`src/rtl/seg_chk_pkg.sv`:
```
package seg_chk_pkg;
  typedef enum logic [1:0] {
    ACC_RD = 2'd0,
    ACC_WR = 2'd1,
    ACC_EX = 2'd2,
    ACC_RSV = 2'd3
  } acc_e;

  typedef enum logic [2:0] {
    FLT_NONE   = 3'd0,
    FLT_ABSENT = 3'd1,
    FLT_SYS    = 3'd2,
    FLT_PROT   = 3'd3,
    FLT_LIMIT  = 3'd4
  } fault_e;

  localparam int unsigned TYPE_CODE_BIT = 3;
  localparam int unsigned TYPE_RW_BIT   = 1;
endpackage

```
`src/rtl/seg_rights_unit.sv`:
```
module seg_rights_unit
  import seg_chk_pkg::*;
#(
  parameter int unsigned PL_W   = 2,
  parameter int unsigned TYPE_W = 4
) (
  input  logic              present_i,
  input  logic              seg_s_i,
  input  logic [TYPE_W-1:0] type_i,
  input  logic [PL_W-1:0]   dpl_i,
  input  logic [PL_W-1:0]   cpl_i,
  input  logic [PL_W-1:0]   rpl_i,
  input  logic [1:0]        acc_i,
  input  logic              over_i,
  output fault_e            fault_o
);
  logic [PL_W-1:0] eff_pl;
  logic            priv_bad;
  logic            type_bad;
  logic            is_code;
  logic            rw_bit;

  assign eff_pl   = (cpl_i > rpl_i) ? cpl_i : rpl_i;
  assign priv_bad = eff_pl > dpl_i;
  assign is_code  = type_i[TYPE_CODE_BIT];
  assign rw_bit   = type_i[TYPE_RW_BIT];

  always_comb begin
    unique case (acc_e'(acc_i))
      ACC_RD:  type_bad = is_code && !rw_bit;
      ACC_WR:  type_bad = is_code || !rw_bit;
      ACC_EX:  type_bad = !is_code;
      default: type_bad = 1'b1;
    endcase
  end

  always_comb begin
    if (!present_i)                fault_o = FLT_ABSENT;
    else if (!seg_s_i)             fault_o = FLT_SYS;
    else if (priv_bad || type_bad) fault_o = FLT_PROT;
    else if (over_i)               fault_o = FLT_LIMIT;
    else                           fault_o = FLT_NONE;
  end
endmodule

```
`config.mk`:
```
export PLATFORM = sky130hd
export DESIGN_NAME = seg_rights_unit
export DESIGN_NICKNAME = d
export VERILOG_FILES = /design/src/rtl/seg_chk_pkg.sv /design/src/rtl/seg_rights_unit.sv
export SDC_FILE = /design/constraint.sdc
export NUM_CORES = 1
export LEC_CHECK = 0
export CAP_MARGIN = 20
export CORE_AREA = 2 2 39 41
export DETAILED_ROUTE_END_ITERATION = 10
export DIE_AREA = 0 0 41 43
export SLEW_MARGIN = 10
export SYNTH_ARGS = -nofsm -noshare
export SYNTH_HDL_FRONTEND = slang
export SYNTH_SLANG_ARGS = --single-unit
```
`constraint.sdc`:
```
create_clock -name vclk -period 3
set_input_delay 0.6 -clock vclk [all_inputs]
set_output_delay 0.6 -clock vclk [all_outputs]
set_load 0.05 [all_outputs]
```
-- After elaboration in Yosys (flattened, before gate mapping)
Index checks and enable logic that the tools add are counted.
- order comparisons: 2
- eq/ne operators: 2
- mux-type cells: 6
- reductions and logical operators: 6
- operator list (operator ; count):
    $mux W3 ; 4
    $gt A2 B2 Y1 ; 2
    $pmux W1 S3 ; 1
    $eq A2 B1 Y1 const B ; 1
    $eq A2 B2 Y1 const B ; 1
    $logic_not A1 Y1 ; 2
    $logic_not A2 Y1 ; 1
    $logic_or A1 B1 Y1 ; 2
    $mux W2 ; 1
    $logic_and A1 B1 Y1 ; 1
- register bits: 0
- bits of input ports: 15
- output and inout port bits: 3
- word-level logic and storage cells: 16

-- Logic depth before layout (Yosys ltp)
Gate-level depths: netlist (run 1).
- depth in word-level cells: 7
- mapped depth: 9
- mapped depth without buffers: 9

-- Least setup slack after synthesis (run 1)
Ideal clock, no wire load.
- kind: input port to output port
- start point: input port cpl_i[1]
- end point: output port fault_o[0]
- arrival time: 2522 ps
- data required time: 2400 ps
- setup slack: -122 ps
- cell stages on the path: 8
- buffers on the path: 0
- path through: inv_1 ha_1 o22ai_1 mux2i_1 ha_1 nand2_1 o21ai_0 a31oi_1
- word-level cells in the longest chain between the ends: 7
- ends and longest elaborated chain (what ; RTL line ; source):
    start, declared ; seg_rights_unit.sv:11 ; input logic [PL_W-1:0] cpl_i,
    $gt A2 B2 Y1 ; seg_rights_unit.sv:23 ; assign eff_pl = (cpl_i > rpl_i) ? cpl_i : rpl_i;
    $mux W2 (*) ; seg_rights_unit.sv:23 ;
    $gt A2 B2 Y1 (*) ; seg_rights_unit.sv:24 ; assign priv_bad = eff_pl > dpl_i;
    $logic_or A1 B1 Y1 (*) ; seg_rights_unit.sv:40 ; else if (priv_bad || type_bad) fault_o = FLT_PROT;
    $mux W3 (*) ; seg_rights_unit.sv:40 ;
    $mux W3 (*) ; seg_rights_unit.sv:39 ; else if (!seg_s_i) fault_o = FLT_SYS;
    $mux W3 (*) ; seg_rights_unit.sv:38 ; if (!present_i) fault_o = FLT_ABSENT;
    end, declared ; seg_rights_unit.sv:15 ; output fault_e fault_o
Mark *: on every way between the ends. The rest lies on a longest branch, timed or not.

-- Worst setup path after layout (run 1)
- start point: input port rpl_i[1]
- end point: output port fault_o[2]
- word-level cells in the longest chain between the ends: 7
- ends and longest elaborated chain (what ; RTL line ; source):
    start, declared ; seg_rights_unit.sv:12 ; input logic [PL_W-1:0] rpl_i,
    $gt A2 B2 Y1 ; seg_rights_unit.sv:23 ;
    $mux W2 (*) ; seg_rights_unit.sv:23 ;
    $gt A2 B2 Y1 (*) ; seg_rights_unit.sv:24 ;
    $logic_or A1 B1 Y1 (*) ; seg_rights_unit.sv:40 ;
    $mux W3 (*) ; seg_rights_unit.sv:40 ;
    $mux W3 (*) ; seg_rights_unit.sv:39 ;
    $mux W3 (*) ; seg_rights_unit.sv:38 ;
Marked as above.

==> run summary, run 1 <==
Largest net degree at the start of global routing - 4
Clock buffer cells - 0
Worst hold path type - input pin to output port
Leakage power - 0.203 nW
Final RePlAce weighted congestion - 0.585
1st-iter DRT viols - 0
Setup Fix Bufs, Post-CTS - 0
Seq Cell Count - 0
Grt ovf - 0
Std-Cell Rows - 14
Max Cap Viol - 0
Post-CTS Hold Buffers - 0
Hold_ws - 1.96 ns
Grt met2 use - 10.9%
Via/cell ratio - 3.98
Area leader, netlist - ha_1
Critical Path End Type - output port
Dominant cells by area after synthesis - ha_1 32%, inv_1 15%, a221oi_2 7.7%, nand2b_4 7.1%, a31oi_1 6.4%
Syn nets - 47
Fin crit share - 96.2%
Die X - 41 µm
Met1 Use GR - 6.65%
Die ar. - 1760 µm²
Crit path DAT - 2.29 ns
DR WL/cell - 7.87 µm
Achievable Freq - 0.347 GHz
Final Slew Violations - 0
Met3 Use GR - 0.524%
Seq/Total Area, Yosys - 0%
Max_slew headroom - 75.9%
Worst-path maximum fanout - 3
GRT Overall Usage - 5.69%
Cell area after layout - 444 µm²
Via count - 239
I/O pin total - 18
Post-synth cell types - 14
Worst-margin pin slew - 0.362 ns
DP Area - 413 µm²
Worst ir drop on vdd - 51.0 µV
Vias in the first global route - 222
RSZ-0062 raised after global routing - false
Synth Instances - 27
Antenna violations before repair - 0
DR pass1 iterations - 1
Die span in y - 43 µm
Diode count - 0
Final-report hold violation count - 0
Share of post-route cells with drive strength above 1 - 43.2%
Mapped Area - 195 µm²
WS Path Type - input pin to output port
HPWL Detailed - 403 µm
FF/Latch Area - 0 µm²
Initial Util - 14.1%
DRC viols - 0
Fin crit period - 2.89 ns
Status - finished, final reports clean
Setup-failing EPs final - 0
Layout area overhead - 128%
Power per cell area - 168 nW/µm²
IO buf count - 16
Nets - 66
Crit start category - input pin
Top Usage Layer GRT - met2
Total power - 0.0746 mW
Final ANT Viol Nets - 0
Core region area - 1380 µm²
Critical Path RT - 2.40 ns
Final WL - 472 µm
YS warnings - 0
Synth Area per Inst - 7.23 µm²
First-pass GRT wire length - 779 µm
Post-synth top area share - 32.1%
-- critical path, stage by stage --
cell	delay, ns
dlygate4sd2_1	0.24
inv_2	0.07
ha_4	0.20
nor2_1	0.11
o22ai_2	0.08
mux2i_1	0.12
ha_2	0.32
nand2_1	0.06
o21ai_2	0.09
and4_4	0.26
buf_12	0.13
-- placed cells by master, fill, tap and decap left out, types with 2 or more instances in the layout --
| cell | synthesis | final |
|---|---|---|
| buf_12 | 0 | 3 |
| nor2_1 | 2 | 2 |
| a31oi_2 | 0 | 2 |
| ha_1 | 5 | 2 |
| clkdlybuf4s50_1 | 0 | 9 |
| inv_2 | 0 | 3 |
| clkbuf_2 | 0 | 2 |
| ha_2 | 0 | 2 |
| inv_1 | 8 | 5 |
-- layer usage --
| layer | vias up | part of all wire [%] |
|---|---|---|
| met5 | - | 0 |
| met4 | 0 | 0 |
| met3 | 0 | 13 |
| met2 | 15 | 44 |
| met1 | 99 | 43 |
| li1 | 125 | - |
-- cells by family after synthesis --
group	Yosys count	synth area share, %
adder cells (fa/ha/maj)	5	32.1
buffers and inverters	8	15.4
multiplexers	1	5.13
AO/OA/AOI/OAI	5	19.9
AND/OR/NAND/NOR	8	27.6
-- path summary, 6_finish.rpt --
kind                   from          to  cells after the start
hold / removal    present_i  fault_o[1]                      4
setup / recovery   rpl_i[1]  fault_o[2]                     11
-- per-stage QoR --
stage | std cells | setup TNS, ns | setup slack [ns] | utilization (%)
floorplan | 27 | -0.243 | -0.122 | -
global placement | 60 | -0.946 | -0.324 | 29.8
CTS | 60 | 0 | 0.0392 | 32.4
finish | 60 | 0 | 0.115 | 32.1
global route | 60 | 0 | 0.0138 | 32.1
detailed placement | 60 | -0.975 | -0.333 | 29.8
-- power breakdown --
| part | switching (mW) | internal (mW) | leakage, nW |
|---|---|---|---|
| registers | 0 | 0 | 0 |
| clock network | 0 | 0 | 0 |
| logic | 0.0341 | 0.0404 | 0.203 |
-- area by class of cell --
type	instances	area (µm²)
fillers	148	940
inverters	8	30.0
multi-input cells	19	208
well taps	16	20.0
repair buffers	17	186
-- what timing repair did --
action | 4_1_cts | 5_1_grt
pin swaps | 8 | 5
setup endpoints to repair | 3 | 3
gates resized for setup | 14 | 7
hold endpoints to repair | 0 | 0
gates cloned | 0 | 0
-- Yosys cell counts --
library cell / number
inv_1: 8
ha_1: 5
a31oi_1: 2
nor2_1: 2
a221oi_2: 1
and2_1: 1
and4_1: 1
mux2i_1: 1
nand2_1: 1
nand2b_4: 1
nor2b_1: 1
nor3b_1: 1
o21ai_0: 1
o22ai_1: 1
(Power assumes the default switching activity.)
==> run 2, diff against run 1 <==
--- a/config.mk
+++ b/config.mk
@@ -6,9 +6,9 @@
 export NUM_CORES = 1
 export LEC_CHECK = 0
 export CAP_MARGIN = 20
-export CORE_AREA = 2 2 39 41
+export CORE_AREA = 4 4 41 43
 export DETAILED_ROUTE_END_ITERATION = 10
-export DIE_AREA = 0 0 41 43
+export DIE_AREA = 0 0 45 47
 export SLEW_MARGIN = 10
 export SYNTH_ARGS = -nofsm -noshare
 export SYNTH_HDL_FRONTEND = slang
==> run 2 against run 1 <==
  * Maximum frequency increased by 1.1%
  * Largest cell class unchanged
  * Sequential share of layout area unchanged
  * Combinational power is 3.2% higher
  * First-iteration DRC count is the same
  * Via count fell by 2.1%
  * Core utilization is 1.7 points higher
  * Final cell count shrank 3.3%
  * Sequential cell count unchanged
  * Power increased by 3.3%
==> run summary, run 2 (synthesis results as in run 1) <==
Worst-path maximum fanout - 3
WS Path Type - input pin to output port
CP max stage cell - ha_4
Crit start category - input pin
Max Cap Viol - 0
Most common cell after layout, fill and taps aside - clkdlybuf4s50_1
IO buf count - 16
I/O pin total - 18
Initial Util - 15.0%
Fin crit share - 95.2%
Final RePlAce weighted congestion - 0.683
Crit path DAT - 2.25 ns
Power per cell area - 175 nW/µm²
Setup-failing EPs final - 0
Via count - 234
Worst-path cell chain - clkdlybuf4s15_1 > inv_2 > ha_4 > nor2_2 > o22ai_4 > mux2i_1 > ha_2 > nor2b_1 > o21ai_2 > and4_4 > buf_12
Final Slew Violations - 0
Achievable Freq - 0.350 GHz
Final ANT Viol Nets - 0
Vias in the first global route - 252
Buf+Inv Stages, Crit Path - 3
Hold Path Sink - fault_o[1]
Seq Cell Count - 0
Critical Path End Type - output port
Max_slew headroom - 77.0%
# fillers - 151
Setup Fix Bufs, Post-CTS - 0
Cell area after layout - 439 µm²
HPWL Detailed - 479 µm
DR WL/cell - 9.34 µm
Grt ovf - 0
GRT Overall Usage - 5.66%
Hold_ws - 1.98 ns
DR pass1 iterations - 1
Worst ir drop on vdd - 63.6 µV
Final WL - 542 µm
Fin crit period - 2.85 ns
Diode count - 0
Antenna violations before repair - 0
Worst hold path type - input pin to output port
Most frequent cells in the layout - 9 x clkdlybuf4s50_1, 6 x inv_1, 3 x ha_1, 3 x clkbuf_2, 3 x buf_12
FF/Latch Area - 0 µm²
1st-iter DRT viols - 0
Largest stage delay, worst path - 0.28 ns
Die ar. - 2120 µm²
Status - finished, final reports clean
First-pass GRT wire length - 938 µm
Via/cell ratio - 4.03
Worst-margin pin slew - 0.345 ns
Hold path depth - 4
Total power - 0.0770 mW
Clock buffer cells - 0
Critical Path RT - 2.40 ns
Leakage power - 0.198 nW
Share of post-route cells with drive strength above 1 - 41.9%
Largest net degree at the start of global routing - 4
DRC viols - 0
Layout area overhead - 125%
Core region area - 1300 µm²
Die X - 45 µm
DP Area - 404 µm²
Die span in y - 47 µm
Min-delay src - present_i
Final-report hold violation count - 0
Largest delay share family, worst path - adder cells
Std-Cell Rows - 13
Inst Count DP - 58
Nets - 65
RSZ-0062 raised after global routing - false
Final non-filler cell total - 58
==> run 2: what timing repair did <==
| item | CTS | global route |
|---|---|---|
| resized for setup | 13 | 10 |
| pin swaps | 9 | 6 |
| hold buffers | 0 | 0 |
| endpoints found under the setup margin | 3 | 3 |
==> run 2: area by class of cell <==
type / count / area, µm² / share of cell area, %
well taps: 15 / 18.8 / 4.27
inverters: 8 / 30.0 / 6.84
repair buffers: 16 / 175 / 39.9
multi-input cells: 19 / 215 / 49.0
==> run 2: worst max path at each step <==
stage | start | endpoint | cells after the start
after global routing | rpl_i[1] | fault_o[2] | 11
after detailed placement | cpl_i[1] | fault_o[0] | 10
final | rpl_i[1] | fault_o[2] | 11
after CTS | rpl_i[0] | fault_o[2] | 10
after floorplan | cpl_i[1] | fault_o[0] | 8
after global placement | cpl_i[1] | fault_o[0] | 10
==> run 2: report_power, final <==
group	leakage [nW]	total (mW)	internal [mW]	switching, mW
Combinational	0.198	0.0770	0.0412	0.0358
Sequential	0	0	0	0
Clock	0	0	0	0
==> run 2: routing by layer <==
layer  global-route usage (%)  up-vias  wire length, µm
li1                         -      124                -
met1                     5.62       98              187
met2                     13.0       12              278
met3                    0.383        0               76
met4                        0        0                0
met5                        0        -                0
==> run 2: metrics by stage <==
step	util [%]	setup slack, ns	TNS (ns)
after floorplan	-	-0.122	-0.243
after global placement	31.1	-0.338	-0.992
after detailed placement	31.1	-0.356	-1.03
after CTS	33.6	0.0315	0
after global routing	33.8	0.0230	0
final	33.8	0.145	0
